## config.mk

```make
export PLATFORM = sky130hd
export DESIGN_NAME = ctx_stack
export DESIGN_NICKNAME = d
export VERILOG_FILES = /design/src/rtl/ctx_stack_pkg.sv /design/src/rtl/ctx_stack_ctrl.sv /design/src/rtl/ctx_stack_dp.sv /design/src/rtl/ctx_stack.sv
export SDC_FILE = /design/constraint.sdc
export NUM_CORES = 1
export LEC_CHECK = 0
export BUFFER_PORTS_ARGS = -buffer_cell sky130_fd_sc_hd__buf_2
export CORE_ASPECT_RATIO = 0.9
export CORE_MARGIN = 3
export CORE_UTILIZATION = 45
export DETAILED_ROUTE_END_ITERATION = 10
export PLACE_DENSITY = 0.7
export SLEW_MARGIN = 20
export SYNTH_ARGS = -nofsm -noshare
export SYNTH_HDL_FRONTEND = slang
export SYNTH_SLANG_ARGS = --single-unit
```

## constraint.sdc

```tcl
create_clock -name clk -period 9.6 [get_ports clk]
set_input_delay 2.88 -clock clk [delete_from_list [all_inputs] [get_ports clk]]
set_output_delay 2.88 -clock clk [all_outputs]
set_load 0.02 [all_outputs]
```

## src/rtl/ctx_stack_pkg.sv

```systemverilog
package ctx_stack_pkg;
  parameter int CTX_DEPTH = 5;
  localparam int IDX_W = $clog2(CTX_DEPTH + 1);

  typedef struct packed {
    logic             popOk;
    logic             pushOk;
    logic [IDX_W-1:0] popIdx;
    logic [IDX_W-1:0] pushIdx;
  } ctx_strobe_t;
endpackage

```

## src/rtl/ctx_stack_ctrl.sv

```systemverilog
module ctx_stack_ctrl
  import ctx_stack_pkg::*;
#(
  parameter int DEPTH = CTX_DEPTH,
  parameter int SRC_W = 5,
  parameter logic [(1<<SRC_W)-1:0] PUSH_MASK = 32'h0000_10F0
) (
  input  logic             clk,
  input  logic             rstN,
  input  logic             dispatchVld,
  input  logic [SRC_W-1:0] dispatchSrc,
  input  logic             rtiStb,
  input  logic             clrJmpStb,
  input  logic             pushCmd,
  input  logic             popCmd,
  output ctx_strobe_t      strb,
  output logic [IDX_W-1:0] level,
  output logic             overflow,
  output logic             emptyErr
);
  logic             pushReq;
  logic             popReq;
  logic [IDX_W-1:0] afterPop;

  always_comb begin
    pushReq      = pushCmd | (dispatchVld & PUSH_MASK[dispatchSrc]);
    popReq       = rtiStb | clrJmpStb | popCmd;
    strb.popOk   = popReq && (level != '0);
    strb.popIdx  = level - IDX_W'(1);
    afterPop     = strb.popOk ? strb.popIdx : level;
    strb.pushOk  = pushReq && (afterPop != IDX_W'(DEPTH));
    strb.pushIdx = afterPop;
  end

  always_ff @(posedge clk) begin
    if (!rstN) begin
      level    <= '0;
      overflow <= 1'b0;
      emptyErr <= 1'b0;
    end else begin
      level    <= strb.pushOk ? afterPop + IDX_W'(1) : afterPop;
      overflow <= overflow | (pushReq & ~strb.pushOk);
      emptyErr <= emptyErr | (popReq & ~strb.popOk);
    end
  end
endmodule

```

## src/rtl/ctx_stack_dp.sv

```systemverilog
module ctx_stack_dp
  import ctx_stack_pkg::*;
#(
  parameter int DATA_W   = 32,
  parameter int DEPTH    = CTX_DEPTH,
  parameter int FLAG_LSB = 19,
  parameter int FLAG_W   = 4
) (
  input  logic              clk,
  input  logic              rstN,
  input  ctx_strobe_t       strb,
  input  logic              statWrEn,
  input  logic [DATA_W-1:0] statWrData,
  input  logic              modeWrEn,
  input  logic [DATA_W-1:0] modeWrData,
  input  logic [FLAG_W-1:0] flagIn,
  output logic [DATA_W-1:0] statRd,
  output logic [DATA_W-1:0] modeRd
);
  localparam logic [DATA_W-1:0] FLAG_MASK =
    {{(DATA_W-FLAG_W){1'b0}}, {FLAG_W{1'b1}}} << FLAG_LSB;

  logic [DATA_W-1:0] savedStat [DEPTH];
  logic [DATA_W-1:0] savedMode [DEPTH];
  logic [DATA_W-1:0] liveStat, liveMode;
  logic [FLAG_W-1:0] flagReg;
  logic [DATA_W-1:0] midStat, midMode;
  logic [DEPTH-1:0]  lvlHit;

  genvar g;
  generate
    for (g = 0; g < DEPTH; g++) begin : g_hit
      assign lvlHit[g] = strb.pushOk && (strb.pushIdx == IDX_W'(g));
    end
  endgenerate

  always_comb begin
    midStat = liveStat;
    midMode = liveMode;
    for (int i = 0; i < DEPTH; i++) begin
      if (strb.popOk && strb.popIdx == IDX_W'(i)) begin
        midStat = savedStat[i];
        midMode = savedMode[i];
      end
    end
  end

  always_ff @(posedge clk) begin
    if (!rstN) begin
      for (int i = 0; i < DEPTH; i++) begin
        savedStat[i] <= '0;
        savedMode[i] <= '0;
      end
      liveStat <= '0;
      liveMode <= '0;
      flagReg  <= '0;
    end else begin
      for (int i = 0; i < DEPTH; i++) begin
        if (lvlHit[i]) begin
          savedStat[i] <= midStat & ~FLAG_MASK;
          savedMode[i] <= midMode;
        end
      end
      liveStat <= (statWrEn ? statWrData : midStat) & ~FLAG_MASK;
      liveMode <= modeWrEn ? modeWrData : midMode;
      flagReg  <= flagIn;
    end
  end

  always_comb begin
    statRd = liveStat | (DATA_W'(flagReg) << FLAG_LSB);
    modeRd = liveMode;
  end
endmodule

```

## src/rtl/ctx_stack.sv

```systemverilog
module ctx_stack
  import ctx_stack_pkg::*;
#(
  parameter int DATA_W   = 32,
  parameter int SRC_W    = 5,
  parameter int FLAG_LSB = 19,
  parameter int FLAG_W   = 4,
  parameter logic [(1<<SRC_W)-1:0] PUSH_MASK = 32'h0000_10F0
) (
  input  logic              clk,
  input  logic              rstN,
  input  logic              dispatchVld,
  input  logic [SRC_W-1:0]  dispatchSrc,
  input  logic              rtiStb,
  input  logic              clrJmpStb,
  input  logic              pushCmd,
  input  logic              popCmd,
  input  logic              statWrEn,
  input  logic [DATA_W-1:0] statWrData,
  input  logic              modeWrEn,
  input  logic [DATA_W-1:0] modeWrData,
  input  logic [FLAG_W-1:0] flagIn,
  output logic [DATA_W-1:0] statRd,
  output logic [DATA_W-1:0] modeRd,
  output logic              overflow,
  output logic              emptyErr
);
  ctx_strobe_t      strb;
  logic [IDX_W-1:0] level;

  ctx_stack_ctrl #(
    .DEPTH(CTX_DEPTH), .SRC_W(SRC_W), .PUSH_MASK(PUSH_MASK)
  ) u_ctrl (
    .clk(clk), .rstN(rstN), .dispatchVld(dispatchVld),
    .dispatchSrc(dispatchSrc), .rtiStb(rtiStb), .clrJmpStb(clrJmpStb),
    .pushCmd(pushCmd), .popCmd(popCmd), .strb(strb), .level(level),
    .overflow(overflow), .emptyErr(emptyErr)
  );

  ctx_stack_dp #(
    .DATA_W(DATA_W), .DEPTH(CTX_DEPTH), .FLAG_LSB(FLAG_LSB), .FLAG_W(FLAG_W)
  ) u_dp (
    .clk(clk), .rstN(rstN), .strb(strb), .statWrEn(statWrEn),
    .statWrData(statWrData), .modeWrEn(modeWrEn), .modeWrData(modeWrData),
    .flagIn(flagIn), .statRd(statRd), .modeRd(modeRd)
  );
endmodule

```

After elaboration in Yosys (flattened, before gate mapping)

Memories as Yosys holds them, arrays and structs flattened.
Cells that the tools add are included.

Divide/modulo/power cells: 0
Bitwise operators: 21
Add/subtract/negate cells: 2
Equal/unequal tests: 9
$mul: 0
Mux-type cells: 41
Magnitude comparators: 1
Shift operators: 0
Reductions and logical operators: 15

Operator list:

| kind                  | count |
|---|---|
| $mux W32              | 17 |
| $mux W28              | 5 |
| $or A32 B23 Y32       | 1 |
| $mux W1               | 17 |
| $or A1 B1 Y1          | 15 |
| $eq A3 B2 Y1 const B  | 4 |
| $logic_and A1 B1 Y1   | 12 |
| $eq A3 B1 Y1 const B  | 2 |
| $eq A3 B3 Y1 const B  | 2 |
| $logic_not A3 Y1      | 2 |
| $lt A5 B6 Y1 const B  | 1 |
| $mux W3               | 2 |
| $add A3 B1 Y3 const B | 1 |
| $and A1 B1 Y1         | 3 |
| $ne A3 B3 Y1 const B  | 1 |
| $reduce_bool A3 Y1    | 1 |
| $sub A3 B1 Y3 const B | 1 |
| $not A1 Y1            | 2 |

Output and inout bits: 66
Memories: 3
Flip-flop bits (word level): 73
Bits in writable memories: 300
ROM bits: 32
Word-level logic and storage cells: 99
Latch bits: 0

Memory list:

| name             | words | bits a word | rd ports | clocked after Yosys merged registers in | write ports | RTL line             | RTL |
|---|---|---|---|---|---|---|---|
| u_dp.savedMode   | 5     | 32          | 5        | 0                                       | 5           | ctx_stack_dp.sv:24   | `logic [DATA_W-1:0] savedMode [DEPTH];` |
| u_dp.savedStat   | 5     | 28          | 5        | 0                                       | 5           | ctx_stack_dp.sv:23   | `logic [DATA_W-1:0] savedStat [DEPTH];` |
| (name not given) | 32    | 1           | 1        | 0                                       | 0           | ctx_stack_ctrl.sv:26 | `pushReq = pushCmd \| (dispatchVld & PUSH_MASK[dispatchSrc]);` |

Logic depth before layout (Yosys ltp)

Depth after elaboration: 11
Depth in mapped cells: 12

Cells and area by module

From an unflattened synthesis, not the netlist that was laid out.

Cell total of the unflattened synthesis: 1122
Area, all modules: 15424.8 µm²

By module, submodules not included:

| module         | cells each | sequential area each (µm²) | times used | area each (µm²) |
|---|---|---|---|---|
| ctx_stack_dp   | 1079       | 10289.9                    | 1          | 15065.7 |
| ctx_stack_ctrl | 43         | 100.1                      | 1          | 359.1 |

Worst setup path before layout

Ideal clock, no wire load.

Kind: input-to-reg
Start: input clrJmpStb
End: memory u_dp.savedMode[0][0], enable pin
Arrival: 8334 ps
Path buffers: 0
Required time: 9033 ps
Stages on the path: 5
Setup time: 567 ps
Path slack: 699 ps
Path through: nor3_2 nor2_1 xnor2_1 nand2b_1 o31ai_1

RTL lines:

| item        | RTL line           | RTL |
|---|---|---|
| from (decl) | ctx_stack.sv:15    | `input logic clrJmpStb,` |
| to (decl)   | ctx_stack_dp.sv:24 |  |

==> impl_metrics.sql <==
INSERT INTO impl_metrics (metric_group, metric, value, unit) VALUES
('clock_tree', 'cts.repair_timing.setup_buffer_count', '0', ''),
('clock_tree', 'clock_sink_count', '369', ''),
('setup_path', 'reg2reg_setup_slack', '5.26', 'ns'),
('power', 'switching_power', '0.00215', 'W'),
('grt', 'first_pass_grt_wire_length', '61800', 'um'),
('setup_path', 'critPathMaxStageDelay', '0.65', 'ns'),
('floorplanning', 'die-width', '202', 'um'),
('detailed_routing', 'avgViaCountPerCell', '5.89', ''),
('timing', 'fin_setup_tns', '0', 'ns'),
('status', 'outcome', 'completed', ''),
('yosys', 'synth_cell_type_count', '53', ''),
('setup_path', 'worst_setup_path_start_kind', 'primary input', ''),
('detailed_routing', 'drt_first_pass_iters', '5', ''),
('clock_tree', 'h-tree-depth', '2', ''),
('power', 'power_leakage', '7.07', 'nW'),
('yosys', 'ys_ff_latch', '369', ''),
('setup_path', 'crit_fanout', '60', ''),
('power', 'vdd_ir_drop_max', '0.000275', 'V'),
('grt', 'grt_pass1_vias', '10374', ''),
('power', 'power.density', '338', 'mW/mm^2'),
('finish', 'diodes', '0', ''),
('clock_tree', 'clockRootBuffer', 'clkbuf_16', ''),
('yosys', 'yosysWarnings', '0', ''),
('setup_path', 'worst_path_max_delay_cell', 'buf_4', ''),
('setup_path', 'cp_top_family', 'compound AO/OA/AOI/OAI gates', ''),
('placed_design', 'final_weighted_congestion_of_routability_driven_global_placement', '0.796', ''),
('grt', 'grt_overflow_total', '0', ''),
('grt', 'grt.met3_usage', '3.15', '%'),
('detailed_routing', 'final_antenna_net_count', '0', ''),
('finish', 'footprint_of_the_multi_input_gates', '0.00453', 'mm^2'),
('timing', 'period_share', '58.9', '%'),
('floorplanning', 'die_area', '0.0367', 'mm^2'),
('setup_path', 'required_time_of_the_critical_path', '9.96', 'ns'),
('setup_path', 'worst-setup-path-type', 'in2reg', ''),
('detailed_routing', 'dr.first_iter.drc_count', '812', ''),
('grt', 'groute.layer.met2.usage', '34.8', '%'),
('floorplanning', 'floorplan.io_pins', '148', ''),
('grt', 'globalRoute.busiestLayer', 'met2', ''),
('finish', 'regArea', '0.0104', 'mm^2'),
('finish', 'fill_cells', '2870', ''),
('clock_tree', 'worst_setup_hold_path_clk_slew', '0.06', 'ns'),
('grt', 'antenna_violations_before_repair', '2', ''),
('yosys', 'syn_nets', '1358', ''),
('yosys', 'synthCells', '1269', ''),
('detailed_routing', 'detail_route.wirelength', '41000', 'um'),
('floorplanning', 'die-height', '182', 'um'),
('yosys', 'synth_top_family_by_area', 'simple AND/OR/NAND/NOR gates', ''),
('power', 'power_report.internal_total', '0.00387', 'W'),
('setup_path', 'timing.critical_path.to_type', 'register', ''),
('setup_path', 'critical_path_arrival', '6.01', 'ns'),
('clock_tree', 'tritoncts', 'yes', ''),
('yosys', 'synth_area', '0.0155', 'mm^2'),
('detailed_routing', 'avgRoutedWirePerCell', '22.1', 'um'),
('timing', 'final_critical_path_time_including_i_o_delays_and_setup', '5.66', 'ns'),
('placed_design', 'dp_wirelength', '20200', 'um'),
('clock_tree', 'clk_path_buf_depth', '3', ''),
('setup_path', 'critical_path.n_buffers_inverters', '2', ''),
('placed_design', 'placement.io_buffers', '143', ''),
('power', 'power.share.sequential', '43.4', '%'),
('grt', 'grt_usage', '21.6', '%'),
('finish', 'post_route_cells_drive_above_1_share', '17.0', '%'),
('run', 'cap_viol_max_count', '0', ''),
('timing', 'timing.final.setup_violations', '0', ''),
('floorplanning', 'rows', '63', ''),
('yosys', 'synthesis.area_per_instance', '12.2', 'um^2'),
('timing', 'worst_slew_slack_as_a_fraction_of_its_limit', '29.5', '%'),
('yosys', 'synth_compound_area_share', '13.0', '%'),
('finish', 'final_cells', '1853', ''),
('timing', 'worst_pin_slew', '1.05', 'ns'),
('hold_path', 'worst_hold_path_type', 'reg2reg', ''),
('detailed_routing', 'drt_drc_violations_left', '0', '');
[cell usage after synthesis, drive strengths merged (3+ instances only)]
cell type / count / area share [%]
nor2: 65 / 1.6
ha: 7 / 0.57
nor2b: 4 / 0.16
a21oi: 5 / 0.16
and2: 8 / 0.32
nand3: 61 / 2.0
a221oi: 57 / 3.2
dfxtp: 69 / 8.9
o21ai: 64 / 2.1
nand2: 122 / 3.0
o22ai: 62 / 2.5
and3: 113 / 4.6
inv: 65 / 1.6
edfxtp: 300 / 58
nand2b: 8 / 0.32
o31ai: 4 / 0.19
or3: 57 / 2.3
a31o: 56 / 3.2
o21a: 3 / 0.15
buf: 22 / 0.90
clkbuf: 80 / 1.9
o211a: 4 / 0.26
[sequential cells by signal (all words and copies together), names as in the netlist]
| signal | count |
|---|---|
| u_dp.flagReg | 4 |
| u_ctrl.level | 3 |
| u_dp.savedStat | 140 |
| u_ctrl.overflow | 1 |
| u_dp.liveStat | 28 |
| u_ctrl.emptyErr | 1 |
| u_dp.modeRd | 32 |
| u_dp.savedMode | 160 |
[layout make-up]
type	instances	share of cell area, %
inverters	66	1.40
repair buffers	161	4.78
multi-input cells	732	25.5
clock buffers	57	6.09
flip-flops and latches	369	58.4
clock inverters	13	0.696
well taps	455	3.20
[metal layers]
| metal | up-vias | part of all wire, % |
|---|---|---|
| met5 | - | 0 |
| met4 | 0 | 1.8 |
| met3 | 69 | 8.6 |
| met2 | 512 | 47 |
| met1 | 5324 | 42 |
| li1 | 5005 | - |
[power groups by stage]
stage | registers [W] | logic, W | clock network (W)
floorplan | 0.00270 | 0.00127 | 0
global placement | 0.00262 | 0.00192 | 0
detailed placement | 0.00264 | 0.00197 | 0
CTS | 0.00261 | 0.00198 | 0.00144
global route | 0.00266 | 0.00217 | 0.00150
finish | 0.00261 | 0.00199 | 0.00142
[worst min-delay path: stages, from the launching register on]
cell and delay [ns]:
dfxtp_1 0.33, a21oi_1 0.04, nor2_1 0.08
[cells in the final DEF (no fill, tap or decap), types with 3 or more instances in the layout]
cell type  instances
clkbuf_8           4
nand2_1          118
ha_1               4
buf_2            143
clkbuf_16         39
a21oi_1            5
o21a_1             3
or3_1             57
nor2_1            62
and2_1             7
o31ai_4            3
a221oi_1          57
nand3_1           60
nand2b_1           8
o22ai_1           62
inv_1             64
o211a_1            3
o21ai_1            7
buf_4             18
clkbuf_1          14
clkinv_8           3
a31o_1            56
nand2_4            4
nor2b_1            4
and3_1           113
edfxtp_1         300
dfxtp_1           69
clkinv_1           3
o21ai_0           56
clkinv_2           6
[logic make-up after synthesis]
logic type      count (synthesis)
compound gates                274
simple gates                  450
flops                         369
xor+xnor                        1
fa+ha+maj                       7
buf+inv                       168
[worst paths after layout]
| path | depth (start not counted) | from | end |
|---|---|---|---|
| worst max-delay path | 11 | clrJmpStb | u_dp.savedStat[0][39] |
| worst max register to register | 9 | u_ctrl.level[0] | u_dp.savedStat[0][97] |
| worst min register to register | 2 | u_ctrl.emptyErr | u_ctrl.emptyErr |
| worst min-delay path | 2 | u_ctrl.emptyErr | u_ctrl.emptyErr |
[per-stage QoR]
stage          total power, W  setup WS [ns]  instance area, um^2  hold slack, ns
6_report              0.00601           3.94                17800           0.499
5_1_grt               0.00633           3.87                17800           0.541
4_1_cts               0.00603           4.01                17800           0.500
3_5_place_dp          0.00461           3.52                16600           0.483
3_3_place_gp          0.00454           3.65                16600           0.467
2_1_floorplan         0.00397          0.699                15500           0.569
Power figures use the tool's default switching activity.
